## src/rtl/cfghdr_pkg.sv

```systemverilog
package cfghdr_pkg;

    localparam int NUM_BARS  = 6;
    localparam int HDR_BYTES = 64;
    localparam int HDR_WORDS = HDR_BYTES / 4;
    localparam int BAR_WORD0 = 4;

    typedef enum logic [1:0] {
        ST_IDLE = 2'd0,
        ST_WAIT = 2'd1,
        ST_RESP = 2'd2
    } acc_state_t;

    localparam logic [7:0] OFF_CMD   = 8'h04;
    localparam logic [7:0] OFF_STAT  = 8'h06;
    localparam logic [7:0] OFF_REV   = 8'h08;
    localparam logic [7:0] OFF_CLASS = 8'h0B;
    localparam logic [7:0] OFF_CLS   = 8'h0C;
    localparam logic [7:0] OFF_LAT   = 8'h0D;
    localparam logic [7:0] OFF_BAR0  = 8'h10;
    localparam logic [7:0] OFF_ROM   = 8'h30;
    localparam logic [7:0] OFF_INTL  = 8'h3C;
    localparam logic [7:0] OFF_INTP  = 8'h3D;
    localparam logic [7:0] OFF_MING  = 8'h3E;
    localparam logic [7:0] OFF_MAXL  = 8'h3F;

    localparam logic [31:0] ROM_PROBE_IN  = 32'hFFFF_FFFE;
    localparam logic [31:0] ROM_PROBE_OUT = 32'hFFFF_FFFF;
    localparam logic [31:0] BAR_PROBE     = 32'hFFFF_FFFF;

    typedef struct packed {
        logic                intl;
        logic                cls;
        logic                lat;
        logic                cmd;
        logic                stat;
        logic                rom;
        logic [NUM_BARS-1:0] bar;
    } wr_sel_t;

    function automatic logic size_legal(input logic [2:0] sz);
        return (sz == 3'd1) || (sz == 3'd2) || (sz == 3'd4);
    endfunction

endpackage

```

## src/rtl/cfg_access_fsm.sv

```systemverilog
module cfg_access_fsm
    import cfghdr_pkg::*;
#(
    parameter int RSP_LAT = 3
) (
    input  logic clk,
    input  logic rst_n,
    input  logic req_valid,
    output logic req_ready,
    output logic fire,
    output logic rsp_valid
);

    localparam int CW = (RSP_LAT < 2) ? 1 : $clog2(RSP_LAT + 1);
    localparam logic [CW-1:0] LAST = CW'(RSP_LAT - 1);

    acc_state_t state_q, state_d;
    logic [CW-1:0] cnt_q, cnt_d;

    always_ff @(posedge clk) begin
        if (!rst_n) begin
            state_q <= ST_IDLE;
            cnt_q   <= '0;
        end else begin
            state_q <= state_d;
            cnt_q   <= cnt_d;
        end
    end

    always_comb begin
        state_d   = state_q;
        cnt_d     = cnt_q;
        req_ready = 1'b0;
        fire      = 1'b0;
        rsp_valid = 1'b0;
        unique case (state_q)
            ST_IDLE: begin
                req_ready = 1'b1;
                if (req_valid) begin
                    fire  = 1'b1;
                    cnt_d = CW'(1);
                    if (RSP_LAT <= 1) state_d = ST_RESP;
                    else              state_d = ST_WAIT;
                end
            end
            ST_WAIT: begin
                if (cnt_q == LAST) state_d = ST_RESP;
                else               cnt_d   = cnt_q + CW'(1);
            end
            ST_RESP: begin
                rsp_valid = 1'b1;
                state_d   = ST_IDLE;
            end
            default: state_d = ST_IDLE;
        endcase
    end

endmodule

```

## src/rtl/cfg_wr_decode.sv

```systemverilog
module cfg_wr_decode
    import cfghdr_pkg::*;
(
    input  logic       fire,
    input  logic       write,
    input  logic [7:0] off,
    input  logic [2:0] size,
    output wr_sel_t    sel,
    output logic       acc_err
);

    wr_sel_t sel_raw;

    always_comb begin
        sel_raw = '0;
        acc_err = 1'b0;
        if (!size_legal(size) || (off >= 8'(HDR_BYTES))) begin
            acc_err = 1'b1;
        end else if (write) begin
            case (size)
                3'd1: begin
                    case (off)
                        OFF_INTL: sel_raw.intl = 1'b1;
                        OFF_CLS:  sel_raw.cls  = 1'b1;
                        OFF_LAT:  sel_raw.lat  = 1'b1;
                        OFF_REV, OFF_CLASS, OFF_INTP, OFF_MING, OFF_MAXL: ;
                        default:  acc_err = 1'b1;
                    endcase
                end
                3'd2: begin
                    case (off)
                        OFF_CMD:  sel_raw.cmd  = 1'b1;
                        OFF_STAT: sel_raw.stat = 1'b1;
                        OFF_CLS:  sel_raw.cls  = 1'b1;
                        default:  acc_err = 1'b1;
                    endcase
                end
                default: begin
                    if (off == OFF_ROM) sel_raw.rom = 1'b1;
                    if (off == OFF_CMD) sel_raw.cmd = 1'b1;
                    for (int i = 0; i < NUM_BARS; i++) begin
                        if (off == OFF_BAR0 + 8'(4 * i)) sel_raw.bar[i] = 1'b1;
                    end
                end
            endcase
        end
        sel = (fire && write && !acc_err) ? sel_raw : '0;
    end

endmodule

```

## src/rtl/cfg_bar_slot.sv

```systemverilog
module cfg_bar_slot #(
    parameter logic [31:0] INIT   = 32'h0,
    parameter logic [31:0] SIZE   = 32'h0,
    parameter bit          LEGACY = 1'b0
) (
    input  logic        clk,
    input  logic        rst_n,
    input  logic        wr_en,
    input  logic [31:0] wdata,
    output logic [31:0] cfg_val,
    output logic [31:0] dec_base
);

    localparam logic [31:0] SIZE_MASK = ~(SIZE - 32'd1);

    generate
        if (LEGACY) begin : g_legacy
            logic unused_ok;
            assign unused_ok = ^{clk, rst_n, wr_en, wdata};
            assign cfg_val   = '0;
            assign dec_base  = '0;
        end else begin : g_live
            if ((SIZE != 32'd0) && ((SIZE & (SIZE - 32'd1)) != 32'd0)) begin : g_bad_size
                $error("BAR size must be zero or a power of two");
            end

            logic [31:0] bar_q, base_q;
            logic [31:0] type_mask, addr_part, next_val;

            always_comb begin
                type_mask = bar_q[0] ? 32'h0000_0003 : 32'h0000_000F;
                addr_part = (wdata == cfghdr_pkg::BAR_PROBE) ? SIZE_MASK
                                                             : (wdata & ~type_mask);
                next_val  = (addr_part & ~type_mask) | (bar_q & type_mask);
            end

            always_ff @(posedge clk) begin
                if (!rst_n) begin
                    bar_q  <= INIT;
                    base_q <= '0;
                end else if (wr_en) begin
                    bar_q <= next_val;
                    if ((wdata != cfghdr_pkg::BAR_PROBE) && (addr_part != 32'd0))
                        base_q <= addr_part;
                end
            end

            assign cfg_val  = bar_q;
            assign dec_base = base_q;
        end
    endgenerate

endmodule

```

## src/rtl/cfg_addr_match.sv

```systemverilog
module cfg_addr_match
    import cfghdr_pkg::*;
#(
    parameter logic [NUM_BARS*32-1:0] BAR_SIZE   = '0,
    parameter logic [NUM_BARS-1:0]    BAR_LEGACY = '0
) (
    input  logic [31:0]            addr,
    input  logic [NUM_BARS*32-1:0] base_flat,
    output logic [NUM_BARS-1:0]    hit
);

    logic [NUM_BARS-1:0] in_win;

    generate
        for (genvar i = 0; i < NUM_BARS; i++) begin : g_win
            localparam logic [31:0] SZ = BAR_SIZE[32*i +: 32];
            logic [31:0] b;
            assign b = base_flat[32*i +: 32];
            assign in_win[i] = !BAR_LEGACY[i] && (SZ != 32'd0) && (b != 32'd0)
                             && (addr >= b) && ((addr - b) < SZ);
        end
    endgenerate

    always_comb begin
        hit = '0;
        for (int i = NUM_BARS - 1; i >= 0; i--) begin
            if (in_win[i]) hit = NUM_BARS'(1) << i;
        end
    end

endmodule

```

## src/rtl/cfg_header_regfile.sv

```systemverilog
module cfg_header_regfile
    import cfghdr_pkg::*;
#(
    parameter logic [15:0] VENDOR_ID  = 16'hC0DE,
    parameter logic [15:0] DEVICE_ID  = 16'h7A31,
    parameter logic [15:0] CMD_INIT   = 16'h0000,
    parameter logic [15:0] STAT_INIT  = 16'h0210,
    parameter logic [7:0]  REV_ID     = 8'h05,
    parameter logic [7:0]  PROG_IF    = 8'h01,
    parameter logic [7:0]  SUB_CLASS  = 8'h06,
    parameter logic [7:0]  BASE_CLASS = 8'h02,
    parameter logic [7:0]  CLS_INIT   = 8'h00,
    parameter logic [7:0]  LAT_INIT   = 8'h00,
    parameter logic [7:0]  HDR_TYPE   = 8'h00,
    parameter logic [7:0]  BIST_INIT  = 8'h00,
    parameter logic [31:0] CIS_PTR    = 32'h0,
    parameter logic [15:0] SUBSYS_VID = 16'hABCD,
    parameter logic [15:0] SUBSYS_ID  = 16'h0102,
    parameter logic [31:0] ROM_INIT   = 32'h0,
    parameter logic [7:0]  INTL_INIT  = 8'h0B,
    parameter logic [7:0]  INT_PIN    = 8'h01,
    parameter logic [7:0]  MIN_GNT    = 8'h10,
    parameter logic [7:0]  MAX_LAT    = 8'h20,
    parameter logic [NUM_BARS*32-1:0] BAR_INIT =
        {32'h1, 32'h0, 32'h1F0, 32'h8, 32'h1, 32'h0},
    parameter logic [NUM_BARS*32-1:0] BAR_SIZE =
        {32'h40, 32'h0, 32'h8, 32'h0010_0000, 32'h100, 32'h1000},
    parameter logic [NUM_BARS-1:0] BAR_LEGACY = 6'b001000,
    parameter int RSP_LAT = 3
) (
    input  logic                   clk,
    input  logic                   rst_n,
    input  logic                   req_valid,
    output logic                   req_ready,
    input  logic [7:0]             req_addr,
    input  logic [2:0]             req_size,
    input  logic                   req_write,
    input  logic [31:0]            req_wdata,
    output logic                   rsp_valid,
    output logic [31:0]            rsp_rdata,
    output logic                   rsp_error,
    input  logic [31:0]            hit_addr,
    output logic [NUM_BARS-1:0]    hit_onehot,
    output logic [NUM_BARS*32-1:0] bar_base_flat,
    output logic [NUM_BARS*32-1:0] bar_size_flat
);

    logic    fire;
    wr_sel_t sel;
    logic    acc_err;

    cfg_access_fsm #(.RSP_LAT(RSP_LAT)) u_fsm (
        .clk       (clk),
        .rst_n     (rst_n),
        .req_valid (req_valid),
        .req_ready (req_ready),
        .fire      (fire),
        .rsp_valid (rsp_valid)
    );

    cfg_wr_decode u_dec (
        .fire    (fire),
        .write   (req_write),
        .off     (req_addr),
        .size    (req_size),
        .sel     (sel),
        .acc_err (acc_err)
    );

    logic [15:0] cmd_q, stat_q;
    logic [7:0]  cls_q, lat_q, intl_q;
    logic [31:0] rom_q;

    always_ff @(posedge clk) begin
        if (!rst_n) begin
            cmd_q  <= CMD_INIT;
            stat_q <= STAT_INIT;
            cls_q  <= CLS_INIT;
            lat_q  <= LAT_INIT;
            intl_q <= INTL_INIT;
            rom_q  <= ROM_INIT;
        end else begin
            if (sel.cmd)  cmd_q  <= req_wdata[15:0];
            if (sel.stat) stat_q <= req_wdata[15:0];
            if (sel.cls)  cls_q  <= req_wdata[7:0];
            if (sel.lat)  lat_q  <= req_wdata[7:0];
            if (sel.intl) intl_q <= req_wdata[7:0];
            if (sel.rom)  rom_q  <= (req_wdata == ROM_PROBE_IN) ? ROM_PROBE_OUT : req_wdata;
        end
    end

    logic [31:0] bar_val [NUM_BARS];

    generate
        for (genvar i = 0; i < NUM_BARS; i++) begin : g_bar
            cfg_bar_slot #(
                .INIT   (BAR_INIT[32*i +: 32]),
                .SIZE   (BAR_SIZE[32*i +: 32]),
                .LEGACY (BAR_LEGACY[i])
            ) u_slot (
                .clk      (clk),
                .rst_n    (rst_n),
                .wr_en    (sel.bar[i]),
                .wdata    (req_wdata),
                .cfg_val  (bar_val[i]),
                .dec_base (bar_base_flat[32*i +: 32])
            );
        end
    endgenerate

    assign bar_size_flat = BAR_SIZE;

    cfg_addr_match #(
        .BAR_SIZE   (BAR_SIZE),
        .BAR_LEGACY (BAR_LEGACY)
    ) u_match (
        .addr      (hit_addr),
        .base_flat (bar_base_flat),
        .hit       (hit_onehot)
    );

    logic [31:0] dw   [HDR_WORDS];
    logic [7:0]  hbyte [HDR_BYTES];

    always_comb begin
        for (int w = 0; w < HDR_WORDS; w++) dw[w] = '0;
        dw[0]  = {DEVICE_ID, VENDOR_ID};
        dw[1]  = {stat_q, cmd_q};
        dw[2]  = {BASE_CLASS, SUB_CLASS, PROG_IF, REV_ID};
        dw[3]  = {BIST_INIT, HDR_TYPE, lat_q, cls_q};
        for (int i = 0; i < NUM_BARS; i++) dw[BAR_WORD0 + i] = bar_val[i];
        dw[10] = CIS_PTR;
        dw[11] = {SUBSYS_ID, SUBSYS_VID};
        dw[12] = rom_q;
        dw[15] = {MAX_LAT, MIN_GNT, INT_PIN, intl_q};
    end

    generate
        for (genvar b = 0; b < HDR_BYTES; b++) begin : g_byte
            assign hbyte[b] = dw[b / 4][8 * (b % 4) +: 8];
        end
    endgenerate

    logic [31:0] rd_raw, rd_mask;

    always_comb begin
        rd_raw = '0;
        for (int k = 0; k < 4; k++) begin
            logic [8:0] idx;
            idx = {1'b0, req_addr} + 9'(k);
            if (idx < 9'(HDR_BYTES)) rd_raw[8*k +: 8] = hbyte[idx[5:0]];
        end
        case (req_size)
            3'd1:    rd_mask = 32'h0000_00FF;
            3'd2:    rd_mask = 32'h0000_FFFF;
            default: rd_mask = 32'hFFFF_FFFF;
        endcase
    end

    always_ff @(posedge clk) begin
        if (!rst_n) begin
            rsp_rdata <= '0;
            rsp_error <= 1'b0;
        end else if (fire) begin
            rsp_error <= acc_err;
            rsp_rdata <= (acc_err || req_write) ? 32'd0 : (rd_raw & rd_mask);
        end
    end

endmodule

```

## config.mk

```make
export PLATFORM = sky130hd
export DESIGN_NAME = cfg_header_regfile
export DESIGN_NICKNAME = d
export VERILOG_FILES = /design/src/rtl/cfghdr_pkg.sv /design/src/rtl/cfg_access_fsm.sv /design/src/rtl/cfg_wr_decode.sv /design/src/rtl/cfg_bar_slot.sv /design/src/rtl/cfg_addr_match.sv /design/src/rtl/cfg_header_regfile.sv
export SDC_FILE = /design/constraint.sdc
export NUM_CORES = 2
export LEC_CHECK = 0
export BUFFER_PORTS_ARGS = -buffer_cell sky130_fd_sc_hd__buf_2
export CELL_PAD_IN_SITES_DETAIL_PLACEMENT = 1
export CELL_PAD_IN_SITES_GLOBAL_PLACEMENT = 2
export CORE_MARGIN = 1
export CORE_UTILIZATION = 39
export CTS_CLUSTER_SIZE = 12
export DETAILED_ROUTE_END_ITERATION = 8
export PLACE_DENSITY = 0.91
export SYNTH_ARGS = -nofsm -noshare
export SYNTH_HDL_FRONTEND = slang
export SYNTH_HIERARCHICAL = 1
export SYNTH_SLANG_ARGS = --single-unit
```

## constraint.sdc

```tcl
create_clock -name clk -period 7.8 [get_ports clk]
set_input_delay 0.78 -clock clk [delete_from_list [all_inputs] [get_ports clk]]
set_output_delay 0.78 -clock clk [all_outputs]
set_load 0.02 [all_outputs]
```

==> qor.yml <==
status: "complete, no violations"
rsz0062_at_grt: "false"
post-route-period-util: 0.7389
start_kind: "register"
drc: 0
cts_made_buffers: 54
hp-class: "reg -> reg"
crit_fanout: 4
grt_max_degree: 168
fmax_mhz: 173.5
syn-instance-count: 4074
vias: 35660
routed_wl_um: 162600
fillers: 10720
gr-usage-all-layers: 0.3366
fin_tns_setup_ns: 0
clk_latency_ns: 0.65
leakagePower_nw: 14.47
drive_gt1_frac: 0.2036
clock_skew_ns: 0.02929
clk_path_buf_depth: 3
crit_required_ns: 7.02
synth_warnings: 6
io_pins: 504
slew_violations: 0
netlist_area_um2: 35740
overflow: 0
core_um2: 90420
drt_iter0_drc: 4430
dieArea_um2: 92850
worstSetupEndpointType: "output pin"
reg2reg_slack_ns: 3.13
path_clk_slew_ns: 0.07
cts_root_buffer: "clkbuf_16"
first_pass_iters: 6
fin_util: 0.4285
final_antenna_net_count: 0
viasPerCell: 6.591
finalHoldViolCount: 0
total_power_w: 0.006213
avgRoutedWirePerCell_um: 30.06
cts_resized: 0
grt_busiest_layer: "met2"
fp-row-count: 110
start_util: 0.3952
powerDensity_nw_per_um2: 160.4
grt_pass1_wl_um: 236300
finalWeightedCongestion: 1.037
vdd_drop_max_v: 0.0001439
antenna_found_initial: 5
ctsHoldBuffers: 0
grt_pass1_vias: 34940
min_period_ns: 5.763
die_w_um: 304.7
path_class: "reg -> out"
cts_tree: "built"
fp.dieH_um: 304.7
place.port_buffers: 261
relSlewSlack: 0.1870
cts_setup_buffers: 0
gr-usage-met3: 0.07767
syn2layout_area_growth_pct: 8.421
place_hpwl_um: 111500
h-tree-depth: 2
tightest_slew_ns: 1.210
setup_viol: 0
cts.sinks: 413
drv_cap: 0
fin_nets: 4408
grt_use_met2: 0.5195
synth_area_per_cell_um2: 8.772
grt_use_met1: 0.4137
critPathArrivalTime_ns: 4.98
worst paths after layout:
path	startpoint	endpoint	depth (start not counted)
worst max-delay path	g_bar[0].u_slot/dec_base[6]$_SDFFE_PN0P_	hit_onehot[5]	13
worst min-delay path	rsp_rdata[15]$_SDFFE_PN0P_	rsp_rdata[15]$_SDFFE_PN0P_	2
worst max register to register	u_fsm/state_q[0]$_SDFFE_PN0P_	g_bar[0].u_slot/dec_base[25]$_SDFFE_PN0P_	12
worst min register to register	rsp_rdata[15]$_SDFFE_PN0P_	rsp_rdata[15]$_SDFFE_PN0P_	2
cell type report:
class	instances	area [um^2]	share of cell area
well taps	1176	1471	0.03798
flip-flops and latches	413	8268	0.2134
inverters	179	671.9	0.01734
multi-input cells	3188	24460	0.6313
repair buffers	353	2032	0.05244
clock buffers	75	1562	0.04030
clock inverters	25	275.3	0.007105
diodes	2	5.005	0.0001292
critical path, cell delays in order, from the launching register on:
cell       delay, ns
dfxtp_1         0.59
inv_1           0.09
ha_1            0.23
a21oi_1         0.26
o21ai_0         0.14
a211oi_1        0.62
a211oi_1        0.19
nor2_1          0.20
mux2_1          0.39
a2111oi_2       0.29
nand4_1         0.19
nor4_4          0.73
nor4_1          0.19
buf_2           0.21
state kept, by name, indices dropped and copies added, names as in the netlist:
| register | flops |
|---|---|
| g_bar.u_slot/cfg_val | 144 |
| rsp_rdata | 32 |
| u_fsm/cnt_q | 2 |
| cmd_q | 16 |
| stat_q | 16 |
| cls_q | 8 |
| g_bar.u_slot/dec_base | 144 |
| rsp_error | 1 |
| intl_q | 8 |
| rom_q | 32 |
| lat_q | 8 |
| u_fsm/state_q | 2 |
power breakdown:
group | internal (W) | total (W) | switching [W]
combinational | 0.000410 | 0.00142 | 0.00101
sequential | 0.00211 | 0.00211 | 0.00000231
clock | 0.00156 | 0.00268 | 0.00112
total | 0.00408 | 0.00621 | 0.00213
placed cells by master (no fill, tap or decap), drive strengths merged, types with 53 or more instances in the layout:
cell type and count:
a21oi 249, a22o 54, a31oi 53, buf 353
clkbuf 75, conb 290, dfxtp 413, ha 140
inv 178, mux2i 228, mux4 233, nand2 448
nand3 74, nand4 110, nor2 239, nor2b 124
nor3 53, nor4 94, o21ai 149, o221a 83
metrics by stage:
stage	hold slack (ns)	instance area [um^2]	setup WS, ns	cells
2_1_floorplan	0.4564	36780	3.387	4352
3_3_place_gp	0.4307	36900	2.393	5309
3_5_place_dp	0.4431	36900	2.392	5309
4_1_cts	0.4526	38740	2.126	5409
5_1_grt	0.4790	38740	1.822	5409
6_report	0.4483	38740	2.037	5411
metal layers:
layer / part of all wire / wire length [um] / vias to the layer above
li1: - / - / 14990
met1: 0.38 / 61380 / 17910
met2: 0.44 / 72000 / 2167
met3: 0.10 / 16240 / 593
met4: 0.080 / 12940 / 10
met5: 0.00046 / 75 / -
(Power assumes the default switching activity.)
